<file path="config.mk">
export PLATFORM = sky130hd
export DESIGN_NAME = bitband_bridge
export DESIGN_NICKNAME = d
export VERILOG_FILES = /design/src/rtl/bitband_bridge.sv
export SDC_FILE = /design/constraint.sdc
export NUM_CORES = 1
export LEC_CHECK = 0
export ABC_CLOCK_PERIOD_IN_PS = 2100
export BUFFER_PORTS_ARGS = -buffer_cell sky130_fd_sc_hd__buf_2
export CELL_PAD_IN_SITES_DETAIL_PLACEMENT = 1
export CELL_PAD_IN_SITES_GLOBAL_PLACEMENT = 2
export CORE_MARGIN = 5
export CORE_UTILIZATION = 26
export DETAILED_ROUTE_END_ITERATION = 8
export PLACE_DENSITY = 0.88
export SLEW_MARGIN = 25
export SYNTH_ARGS = -nofsm -noshare
export SYNTH_HDL_FRONTEND = slang
export SYNTH_SLANG_ARGS = --single-unit
</file>
<file path="constraint.sdc">
create_clock -name clk -period 2.1 [get_ports clk]
set_input_delay 0.315 -clock clk [delete_from_list [all_inputs] [get_ports clk]]
set_output_delay 0.315 -clock clk [all_outputs]
set_load 0.03 [all_outputs]
</file>
<file path="src/rtl/bitband_bridge.sv">
module bitband_bridge #(
  parameter logic [31:0] ALIAS_BASE   = 32'h2200_0000,
  parameter logic [31:0] TARGET_BASE  = 32'h2000_0000,
  parameter int          TARGET_BYTES = 1 << 20
) (
  input  logic        clk,
  input  logic        rst_n,
  input  logic        s_req,
  input  logic        s_we,
  input  logic [31:0] s_addr,
  input  logic [31:0] s_wdata,
  output logic        s_ack,
  output logic [31:0] s_rdata,
  output logic        m_req,
  output logic        m_we,
  output logic [31:0] m_addr,
  output logic [31:0] m_wdata,
  output logic        m_lock,
  input  logic        m_ack,
  input  logic [31:0] m_rdata
);
  localparam logic [31:0] ALIAS_SPAN = 32'(TARGET_BYTES) << 5;

  typedef enum logic [2:0] {IDLE, RD, RMW_RD, RMW_WR, PT_WR} state_t;

  state_t      state;
  logic [31:0] addr_q, wdata_q;
  logic [4:0]  pos_q;
  logic        alias_q, bit_q;

  logic [31:0] alias_off, tgt_addr;
  logic        in_alias;

  assign alias_off = s_addr - ALIAS_BASE;
  assign in_alias  = (s_addr >= ALIAS_BASE) && (alias_off < ALIAS_SPAN);
  assign tgt_addr  = TARGET_BASE + ((alias_off >> 7) << 2);

  assign m_req   = (state != IDLE);
  assign m_we    = (state == RMW_WR) || (state == PT_WR);
  assign m_lock  = (state == RMW_RD) || (state == RMW_WR);
  assign m_addr  = addr_q;
  assign m_wdata = wdata_q;

  assign s_ack   = ((state == IDLE) && s_req && s_we) || ((state == RD) && m_ack);
  assign s_rdata = alias_q ? {31'd0, m_rdata[pos_q]} : m_rdata;

  always_ff @(posedge clk) begin
    if (!rst_n) begin
      state   <= IDLE;
      addr_q  <= '0;
      wdata_q <= '0;
      pos_q   <= '0;
      alias_q <= 1'b0;
      bit_q   <= 1'b0;
    end else begin
      case (state)
        IDLE: if (s_req) begin
          alias_q <= in_alias;
          pos_q   <= alias_off[6:2];
          bit_q   <= s_wdata[0];
          addr_q  <= in_alias ? tgt_addr : s_addr;
          wdata_q <= s_wdata;
          if (!s_we)         state <= RD;
          else if (in_alias) state <= RMW_RD;
          else               state <= PT_WR;
        end
        RMW_RD: if (m_ack) begin
          wdata_q <= (m_rdata & ~(32'd1 << pos_q)) | ({31'd0, bit_q} << pos_q);
          state   <= RMW_WR;
        end
        RD, RMW_WR, PT_WR: if (m_ack) state <= IDLE;
        default: state <= IDLE;
      endcase
    end
  end


  bus_hold_chk: assert property (@(posedge clk) disable iff (!rst_n)
    (m_req && !m_ack) |=> (m_req && $stable(m_addr) && $stable(m_we) && $stable(m_wdata)));


  lock_span_chk: assert property (@(posedge clk) disable iff (!rst_n)
    (m_lock && m_ack && !m_we) |=> (m_lock && m_req && m_we));


  lock_release_chk: assert property (@(posedge clk) disable iff (!rst_n)
    (m_lock && m_ack && m_we) |=> !m_lock);


  posted_write_chk: assert property (@(posedge clk) disable iff (!rst_n)
    (s_req && s_we && !m_req) |-> s_ack);


  rmw_stall_chk: assert property (@(posedge clk) disable iff (!rst_n)
    m_lock |-> !s_ack);


  alias_bit_chk: assert property (@(posedge clk) disable iff (!rst_n)
    (s_ack && !s_we && alias_q) |-> (s_rdata[31:1] == 31'd0));
endmodule

</file>
# Word level (Yosys, flattened, before mapping)
# Cells that the tools add are included.
# Widths: inputs -> output; s select.
# word_totals
ff_bits	74
rom_bits	0
n_memories	0
wordCells	50
latchBits	0
ramBits	0
output_inout_bits	100
# classes
n_div	0
n_mux	13
multipliers	0
eq_ne	7
add_sub_neg	2
shift	2
reduce_logical	14
order_cmp	3
bitwise	3
# ops
op	count
$mux 32	4
$pmux 32 s2	1
$and 32x32->32	1
$ge 32x30->1 const B	1
$lt 32x26->1 const B	1
$not 32->32	1
$or 32x32->32	1
$shl 1x5->32	1
$shl 1x5->32 const A	1
$sub 32x30->32 const B	1
$add 30x27->31 const A	1
$mux 3	5
$pmux 3 s3	1
$eq 3x2->1 const B	2
$lt 5x6->1 const B	1
$ne 2x2->1 const B	3
$reduce_and 3->1	2
$bmux 1 s5	1
$logic_and 1x1->1	4
$eq 3x1->1 const B	1
$eq 3x3->1 const B	1
$logic_not 3->1	1
$logic_or 1x1->1	3
$reduce_bool 3->1	1
4 further kinds	4

# Depth between registers and ports, before layout
# Gate-level depths: netlist of the first run.
# logic_depth
word_depth	7
depth_mapped	8
ltp_nobuf	6

# Worst setup path after synthesis of the first run
# No wires, ideal clock.
# synth_path
path_type	flip-flop to output port
startpoint	register pos_q[0]
endpoint	output s_rdata[0]
path_buffers	3
path_stages_with_launch	8
t_arrival_ns	1.936
slack_ns	-0.151
path_cell_list	dfxtp_1 > buf_6 > buf_4 > buf_4 > nor3_1 > a221oi_1 > a221oi_2 > o31ai_1
# synth_between
elab_chain_cells	3
# synth_lines
element	line_no	source
start, declared	28	logic [4:0] pos_q;
start signal, assigned	59	pos_q <= alias_off[6:2];
$bmux 1 s5	45	assign s_rdata = alias_q ? {31'd0, m_rdata[pos_q]} : m_rdata;
$mux 1 (not written as such)	45	
$mux 32	45	
end, declared	13	output logic [31:0] s_rdata,
# Every way passes these cells. The select of a mux whose other input is x is not followed.

# Worst setup path after layout of the first run
# Ends and elaborated chain as after synthesis.

==> results of run 1 <==
[logic make-up after synthesis]
| group | after synthesis |
|---|---|
| simple gates | 236 |
| flops | 74 |
| mux | 30 |
| fa+ha+maj | 1 |
| xor+xnor | 1 |
| buf+inv | 63 |
| compound gates | 150 |
[critical path, stage by stage (launching register included)]
cell and delay (ns):
dfxtp_4 0.38, buf_8 0.14, mux4_1 0.56, a22o_1 0.25, a21oi_2 0.13, o31ai_2 0.08, buf_4 0.18
[layout make-up]
class | count | area, µm² | share of cell area [%]
clock inverters | 5 | 104 | 1.66
multi-input cells | 418 | 2740 | 43.8
clock buffers | 10 | 229 | 3.67
inverters | 8 | 30.0 | 0.481
flip-flops and latches | 74 | 1490 | 23.8
repair buffers | 239 | 1370 | 22.0
diodes | 1 | 2.50 | 0.0401
well taps | 225 | 282 | 4.51
[layer usage]
layer	global-route usage [%]	wire length [µm]	up-vias
li1	-	-	2386
met2	30.7	8810	180
met4	4.80	214	4
met5	0	14	-
met3	6.44	1740	16
met1	21.4	7800	2269
[report_power, final]
part	switching (mW)	internal, mW
clock	0.629	1.15
combinational	0.895	0.492
sequential	0.0921	1.55
total	1.62	3.20
[metrics by stage]
step / setup WS (ns) / util [%] / instances
6_report: -0.274 / 36.5 / 980
5_1_grt: -0.362 / 36.5 / 980
4_1_cts: -0.296 / 36.4 / 979
3_5_place_dp: -0.0872 / 34.2 / 961
3_3_place_gp: -0.0753 / 34.2 / 961
2_1_floorplan: 0.102 / - / 555
[flip-flops by register name, indices dropped and copies added (netlist names)]
register  cells
alias_q       1
bit_q         1
m_addr       32
m_wdata      32
pos_q         5
state         3
[what timing repair did]
| action | in CTS | in global routing |
|---|---|---|
| hold buffers | 0 | 0 |
| buffers inserted | 3 | 0 |
| pin swaps | 5 | 0 |
| endpoints found under the setup margin | 1 | 2 |
| resized for setup | 12 | 3 |
[cells in the final DEF (no fill, tap or decap), types with 3 or more instances in the layout]
| cell | synthesis | routed |
|---|---|---|
| inv_1 | 8 | 7 |
| mux4_2 | 1 | 4 |
| mux2i_1 | 23 | 23 |
| a211oi_1 | 19 | 19 |
| nor2_1 | 56 | 56 |
| a311oi_1 | 32 | 32 |
| bufinv_16 | 0 | 3 |
| nor3b_1 | 3 | 3 |
| nor2b_1 | 34 | 34 |
| a21o_1 | 20 | 20 |
| nand2b_1 | 36 | 35 |
| and3_1 | 13 | 13 |
| buf_2 | 16 | 199 |
| nand2_1 | 36 | 36 |
| nand3b_1 | 4 | 4 |
| nor3b_2 | 3 | 3 |
| nand3_1 | 31 | 31 |
| o21ai_0 | 32 | 31 |
| buf_4 | 5 | 32 |
| buf_12 | 0 | 5 |
| a21oi_1 | 24 | 23 |
| o21ai_1 | 2 | 3 |
| dfxtp_1 | 74 | 72 |
| a31oi_1 | 3 | 3 |
| clkbuf_16 | 0 | 9 |
| a21boi_0 | 12 | 12 |
| and3b_1 | 4 | 4 |
[path summary, 6_finish.rpt]
check	endpoint	slack [ns]
worst min-delay path	m_addr[29]	0.22
worst max register to register	m_wdata[16]	0.24
worst max-delay path	s_rdata[0]	-0.27
worst min register to register	m_addr[22]	0.45
==> impl_metrics.tcl, run 1 <==
set metrics [dict create \
    muxShareOfSynthArea_pct 8.81 \
    synth_top_family_by_area "simple AND/OR/NAND/NOR gates" \
    synth-seq-area-share_pct 33.0 \
    relSlewSlack_pct 64.9 \
    synth_compound_area_share_pct 23.0 \
    whs_path_depth 3 \
    violations "negative setup slack" \
    cp.required_ns 1.78 \
    powerDensity_nw_per_um2 771 \
    antenna_found_initial 3 \
    drcViolationCount 0 \
    die_w_um 141 \
    globalplace.congestion 0.880 \
    synthSimpleGateAreaFrac_pct 28.4 \
    hold_path_class "input port to register" \
    dr.first_iter.drc_count 223 \
    cts_buffers 9 \
    grt-ovfl-total 0 \
    grt_pass1_wl_mm 27.9 \
    setup.worst_path.start "pos_q[0]" \
    max_freq_ghz 0.421 \
    arrival_ns 2.06 \
    synthTopCellsByArea "dfxtp_1, a311oi_1, mux2i_1" \
    power_leakage_nw 2.75 \
    cts.sinks 74 \
    min_period_ns 2.37 \
    setup_violations 1 \
    cts_buffer_depth 2 \
    syn_inst 555 \
    die-area_um2 20000 \
    hp-start "s_addr[29]" \
    routedWlPerCell_um 19.0 \
    clk_pin_slew_worst_paths_ns 0.06 \
    ys.warnings.count 0 \
    core_area_um2 17100 \
    root_buffer "clkbuf_16" \
    layout-drive-gt1-share_pct 36.5 \
    end_kind "output pin" \
    synth_edf_count 0 \
    vias_per_cell 4.95 \
    synth_nets 657 \
    r2r-start "pos_q[0]" \
    finClkSkew_ns 0.00771 \
    synthTopCellsByCount "dfxtp_1, nor2_1, nand2_1, nand2b_1, nor2b_1" \
    hold_viol_final 0 \
    finalWorstSetupSlack_ns -0.274 \
    synth_ff_type "dfxtp_1" \
    peakVddDrop_uv 387 \
    cts_tree "done" \
    p_total_mw 4.81 \
    grt_pass1_vias 4893 \
    netlist.area_leader.share_pct 33.0 \
    clk_latency_ns 0.35 \
    async_flop_share_pct 0 \
    fin_tns_setup_ns -0.274 \
    synth.most_common_cell "dfxtp_1" \
    synth.distinct_cells 47 \
    yosysTopAreaCell "dfxtp_1" \
    via_count 4855 \
    drt_wl_total_mm 18.6 \
    hpwl_mm 14.3 \
    fill_cells 2106 \
    port_buffers 200 \
    rsz0062_at_grt "true" \
    fin_area_um2 6240 \
    cp_max_fo 7 \
    timing.hold.ws_ns 0.218 \
    antenna_left 0 \
    tightest_slew_ns 0.519 \
    grt_max_degree 65 \
    dr.pass1.iters 5 \
    place_area_um2 5860 \
    critPathKind "register to output pin" \
    reg2reg_depth 7 \
    io_pins 201 \
    slew_viol_final 0 \
    area_growth_pct 39.1 \
    start_util_pct 26.2 \
    status "finished with violations" \
    fp.dieH_um 141 \
    h-tree-depth 3 \
    layout.nets 852 \
    grt_usage_pct 18.0 \
    synth.avg_cell_area_um2 8.09 \
    netlist_area_um2 4490 \
    synthAdderAreaFrac_pct 0.279 \
    row_count 48 \
    cap_violations 0 \
    synth-xor-area-share_pct 0.195 \
    critPathLaunchType "register" \
    ys_seq_elements 74 \
    finalCritPeriodShare_pct 113 \
]
Power figures use the tool's default switching activity.
==> run 2: changes to the inputs <==
- CORE_MARGIN: 5 -> 10
==> run 2 against run 1 <==
Against the previous run:
- the flow still finishes with violations (negative setup slack)
- first-iteration DRC count shrank 10%
- final cell count decreased by 0.51%
- combinational power about the same
- setup slack is essentially flat
- utilization rose by 0.39 points
- maximum frequency about the same
- register-to-register slack improved by 0.02 ns
- sequential cell count did not move
- critical endpoint unchanged
- global-route usage is 1.6 points lower
- sequential share of layout area up 0.25 points
- largest power group unchanged
- highest routed layer unchanged
- via count is 0.39% lower
==> impl_metrics.tcl, run 2 (synthesized netlist as in run 1, its figures left out) <==
set metrics [dict create \
    grt_pass1_wl_mm 29.2 \
    h-tree-depth 3 \
    hpwl_mm 15.1 \
    root_buffer "clkbuf_16" \
    netSwitchingFraction_pct 35.4 \
    ctsHoldBuffers 0 \
    fin_cells 975 \
    p_total_mw 4.68 \
    most-common-layout-cells "buf_2, dfxtp_1, nor2_1" \
    slew_viol_final 0 \
    r2r-start "state[1]" \
    combPwrFrac_pct 29.6 \
    final_common_cell "buf_2" \
    drcViolationCount 0 \
    critPathKind "register to output pin" \
    globalplace.congestion 0.851 \
    place_area_um2 5840 \
    dr.pass1.iters 5 \
    drt_wl_total_mm 19.3 \
    power_leakage_nw 2.72 \
    powerDensity_nw_per_um2 758 \
    die-area_um2 22900 \
    cp.required_ns 1.78 \
    hold_viol_final 0 \
    clk_pin_slew_worst_paths_ns 0.06 \
    dr.first_iter.drc_count 200 \
    tightest_slew_ns 0.496 \
    max_freq_ghz 0.421 \
    internal-power_mw 3.02 \
    critPathLaunchType "register" \
    r2r_end "m_wdata[1]" \
    cts_buffers 9 \
    power.switching_mw 1.66 \
    violations "negative setup slack" \
    placed_cells 956 \
    grt_usage_pct 16.4 \
    grt_max_degree 75 \
    core_area_um2 16800 \
    grt-ovfl-total 0 \
    cp_max_fo 5 \
    grt_pass1_vias 5084 \
    end_kind "output pin" \
    clk_latency_ns 0.35 \
    fp.dieH_um 151 \
    layout-drive-gt1-share_pct 36.5 \
    timing.hold.ws_ns 0.221 \
    finalWorstSetupSlack_ns -0.275 \
    peakVddDrop_uv 502 \
    die_w_um 151 \
    finalCritPeriodShare_pct 113 \
    cts_buffer_depth 2 \
    finClkSkew_ns 0.0107 \
    antenna_found_initial 3 \
    arrival_ns 2.06 \
    power_frac_seq_pct 35.0 \
    hold_path_class "input port to register" \
    min_period_ns 2.37 \
    reg2reg_depth 4 \
    rsz0062_at_grt "true" \
    routedWlPerCell_um 19.8 \
    via_count 4836 \
    area_growth_pct 37.7 \
    cts_tree "done" \
    port_buffers 200 \
    row_count 47 \
    setup_violations 1 \
    clockPowerShare_pct 35.5 \
    cts.sinks 74 \
    endpoint "s_rdata[0]" \
    rrSetupSlack_ns 0.26 \
    relSlewSlack_pct 66.9 \
    setup.worst_path.start "pos_q[0]" \
    antenna_left 0 \
    cap_violations 0 \
    start_util_pct 26.8 \
    layout.nets 850 \
    fin_tns_setup_ns -0.275 \
    vias_per_cell 4.96 \
    fin_area_um2 6180 \
    status "finished with violations" \
    io_pins 201 \
]
==> run 2: cell type report <==
class,instances,area [µm²]
Antenna cell,2,5.00
Timing Repair Buffer,237,1340
Sequential cell,74,1490
Inverter,8,30.0
Fill cell,2121,10600
Tap cell,220,275
Clock buffer,11,253
Multi-Input combinational cell,418,2730
Clock inverter,5,60.1
==> run 2: metrics by stage <==
stage / utilization (%) / setup slack, ns
final: 36.9 / -0.275
after global routing: 36.8 / -0.321
after floorplan: - / 0.102
after detailed placement: 34.8 / -0.116
after global placement: 34.8 / -0.133
after CTS: 36.8 / -0.281
==> run 2: repair_timing <==
item	4_1_cts	5_1_grt
pin swaps	1	0
endpoints found under the setup margin	1	1
cloned	0	0
gates resized for setup	13	0
buffers inserted	1	0
==> run 2: worst min-delay path by stage <==
| stage | from | endpoint | slack [ns] | cells after the start |
|---|---|---|---|---|
| after floorplan | s_addr[2] | pos_q[0] | 0.45 | 2 |
| after global placement | m_addr[25] | m_addr[25] | 0.44 | 2 |
| after detailed placement | m_addr[22] | m_addr[22] | 0.45 | 2 |
| after CTS | s_addr[1] | m_addr[1] | 0.21 | 3 |
| after global routing | s_addr[31] | m_addr[31] | 0.24 | 3 |
| final | s_addr[1] | m_addr[1] | 0.22 | 3 |
==> run 2: layer usage <==
layer / share of wire, % / wire [µm] / vias to the layer above / track usage (%)
li1: - / - / 2375 / -
met1: 43 / 8310 / 2258 / 19.3
met2: 45 / 8640 / 188 / 26.7
met3: 11 / 2170 / 13 / 7.37
met4: 0.94 / 181 / 2 / 3.95
met5: 0.036 / 7 / - / 0
==> run 2: power by group through the flow <==
| stage | Clock, mW | Combinational [mW] | Sequential, mW |
|---|---|---|---|
| floorplan | 0 | 0.620 | 1.90 |
| global placement | 0 | 1.37 | 1.66 |
| detailed placement | 0 | 1.38 | 1.67 |
| CTS | 1.70 | 1.40 | 1.64 |
| global route | 1.77 | 1.51 | 1.66 |
| finish | 1.66 | 1.38 | 1.64 |
==> run 2: worst max-delay path, stage by stage (launching register included) <==
cell and delay (ns):
dfxtp_4 0.40, mux4_2 0.51, mux2_4 0.28, a221oi_2 0.27, o31ai_2 0.08, buf_4 0.18
==> run 3: changes to the inputs <==
- ABC_AREA: default -> 1
- CORE_UTILIZATION: 26 -> 23
- HOLD_SLACK_MARGIN: default -> 0.05
- PLACE_DENSITY: 0.88 -> 0.87
==> run 3 against run 2 <==
Against the previous run:
- the run now ends clean
- sequential share of layout area increased by 1.3 points
- clock-buffer cell count is 1 lower
- critical path depth increased by 1
- synthesized area is 4.5% lower
- register-to-register slack gained 0.02 ns
- global-route usage fell by 0.40 points
- largest power group is now combinational logic
==> impl_metrics.tcl, run 3 <==
set metrics [dict create \
    synthAdderAreaFrac_pct 0.292 \
    hpwl_mm 16.0 \
    power_leakage_nw 2.96 \
    clk_pin_slew_worst_paths_ns 0.06 \
    dr.first_iter.drc_count 302 \
    globalplace.congestion 0.821 \
    synth-xor-area-share_pct 0.204 \
    timing.hold.ws_ns 0.227 \
    dr.pass1.iters 4 \
    status "complete, no violations" \
    setup.worst_path.start "state[2]" \
    critPathKind "register to output pin" \
    power_frac_seq_pct 33.8 \
    vias_per_cell 4.80 \
    powerDensity_nw_per_um2 863 \
    endpoint "s_ack" \
    antenna_found_initial 1 \
    final_common_cell "buf_2" \
    h-tree-depth 3 \
    async_flop_share_pct 0 \
    gr-usage-met2_pct 26.7 \
    area_growth_pct 36.5 \
    routedWlPerCell_um 18.5 \
    max_freq_ghz 0.507 \
    synth.distinct_cells 25 \
    io_pins 201 \
    tightest_slew_ns 0.693 \
    synth_ff_type "dfxtp_1" \
    synthTopCellsByArea "dfxtp_1, a21oi_1, nand2_1" \
    ys.warnings.count 0 \
    cts_buffer_depth 2 \
    synth_nets 789 \
    grt_usage_pct 16.0 \
    synth_compound_area_share_pct 24.0 \
    antenna_left 0 \
    hold_path_class "input port to register" \
    peakVddDrop_uv 408 \
    most-common-layout-cells "buf_2, nand2_1, a21oi_1" \
    cp.required_ns 1.78 \
    cap_violations 0 \
    core_area_um2 18100 \
    clockPowerShare_pct 31.0 \
    hold_viol_final 0 \
    grt_use_met3_pct 5.51 \
    end_kind "output pin" \
    via_count 5306 \
    yosysTopAreaCell "dfxtp_1" \
    drcViolationCount 0 \
    met1_usage_pct 19.4 \
    r2r_end "m_wdata[25]" \
    cts_tree "done" \
    synth.most_common_cell "nand2_1" \
    layout.nets 973 \
    synthTopCellsByCount "nand2_1, a21oi_1, nand3_1" \
    die_w_um 157 \
    r2r-start "bit_q" \
    row_count 49 \
    cts_buffers 9 \
    slew_viol_final 0 \
    cp_max_fo 45 \
    fin_tns_setup_ns 0 \
    synth.avg_cell_area_um2 6.24 \
    grt_pass1_wl_mm 31.2 \
    rrSetupSlack_ns 0.28 \
    grt_pass1_vias 5565 \
    netlist.area_leader.share_pct 34.6 \
    internal-power_mw 3.03 \
    die-area_um2 24500 \
    fp.dieH_um 157 \
    start_util_pct 23.6 \
    synth_top_family_by_area "simple AND/OR/NAND/NOR gates" \
    busiest_layer "met2" \
    setup_violations 0 \
    synth_edf_count 0 \
    power.switching_mw 2.02 \
    cts.sinks 74 \
    layout-drive-gt1-share_pct 29.2 \
    synth-seq-area-share_pct 34.6 \
    drt_wl_total_mm 20.5 \
    netlist_area_um2 4290 \
    grt-ovfl-total 0 \
    synthSimpleGateAreaFrac_pct 29.0 \
    finClkSkew_ns 0.00497 \
    finalCritPeriodShare_pct 93.9 \
    muxShareOfSynthArea_pct 0 \
    root_buffer "clkbuf_16" \
    relSlewSlack_pct 53.7 \
    clk_latency_ns 0.33 \
    combPwrFrac_pct 35.2 \
    netSwitchingFraction_pct 40.0 \
    arrival_ns 1.66 \
    reg2reg_depth 4 \
    syn_inst 687 \
    rsz0062_at_grt "false" \
    port_buffers 200 \
    p_total_mw 5.05 \
    ys_seq_elements 74 \
    min_period_ns 1.97 \
    grt_max_degree 46 \
    critPathLaunchType "register" \
]
[run 3: changes by cell type after synthesis, moves of 20 or more]
cell and change:
a21oi_1 +92, inv_1 +57, nand3_1 +57, nand2_1 +85, a21o_1 -20, nand2b_1 -36
a311oi_1 -32, mux2i_1 -23, nor2b_1 -34, o21ai_1 +29
[run 3: final cells by class]
| class | instances | area, µm² |
|---|---|---|
| Tap cell | 229 | 287 |
| Clock buffer | 10 | 229 |
| Fill cell | 2407 | 12300 |
| Multi-Input combinational cell | 489 | 2290 |
| Timing Repair Buffer | 225 | 1200 |
| Antenna cell | 1 | 2.50 |
| Clock inverter | 6 | 66.3 |
| Inverter | 72 | 280 |
| Sequential cell | 74 | 1490 |
[run 3: worst max-delay path, stage by stage, from the launching register on]
cell	delay, ns
dfxtp_1	0.37
nor2_4	0.19
nand2_2	0.10
nor2_4	0.16
inv_8	0.13
o22ai_1	0.15
clkbuf_4	0.23
[run 3: logic make-up (layout without fill, tap and decap cells)]
group | count (synthesis) | after routing
AND/OR/NAND/NOR | 284 | 284
AO/OA/AOI/OAI | 203 | 203
buffers and inverters | 124 | 313
flip-flops | 74 | 74
adder cells (fa/ha/maj) | 1 | 1
XOR/XNOR | 1 | 1
other | 0 | 1
[run 3: power by group through the flow]
stage | combinational [mW] | clock, mW | sequential [mW]
after floorplan | 0.865 | 0 | 2.02
after global placement | 1.76 | 0 | 1.73
after detailed placement | 1.78 | 0 | 1.73
after CTS | 1.78 | 1.61 | 1.70
after global routing | 1.95 | 1.67 | 1.73
final | 1.78 | 1.57 | 1.71
[run 3: how the worst min path moves through the flow]
stage                     from          to  slack [ns]  cells after the start
finish               s_addr[0]   m_addr[0]        0.23                      3
global route        s_addr[25]  m_addr[25]        0.23                      3
CTS                  s_addr[0]   m_addr[0]        0.22                      3
detailed placement  m_addr[30]  m_addr[30]        0.45                      2
global placement    m_addr[31]  m_addr[31]        0.45                      2
floorplan            s_addr[0]   m_addr[0]        0.46                      2
[run 3: metrics by stage]
| stage | area, µm² | std cells | setup WS (ns) | utilization, % |
|---|---|---|---|---|
| after global placement | 5510 | 1088 | 0.296 | 30.4 |
| after floorplan | 4290 | 687 | 0.147 | - |
| final | 5850 | 1106 | 0.128 | 32.2 |
| after detailed placement | 5510 | 1088 | 0.279 | 30.4 |
| after global routing | 5850 | 1106 | 0.00977 | 32.2 |
| after CTS | 5810 | 1104 | 0.0199 | 32.0 |
[run 3: what timing repair did]
| item | in CTS | in global routing |
|---|---|---|
| pin swaps | 0 | 0 |
| cloned | 0 | 1 |
| setup buffers | 0 | 0 |
| endpoints found under the setup margin | 1 | 2 |
| resized for setup | 2 | 20 |
| hold endpoints to repair | 0 | 0 |
| hold buffers | 0 | 0 |
[run 3: layer usage]
metal  vias up  part of all wire [%]  wire [µm]
met2       168                    47       9650
met5         -                     0          0
met3        16                   8.2       1670
met1      2477                    43       8890
met4         0                   1.2        251
li1       2645                     -          -
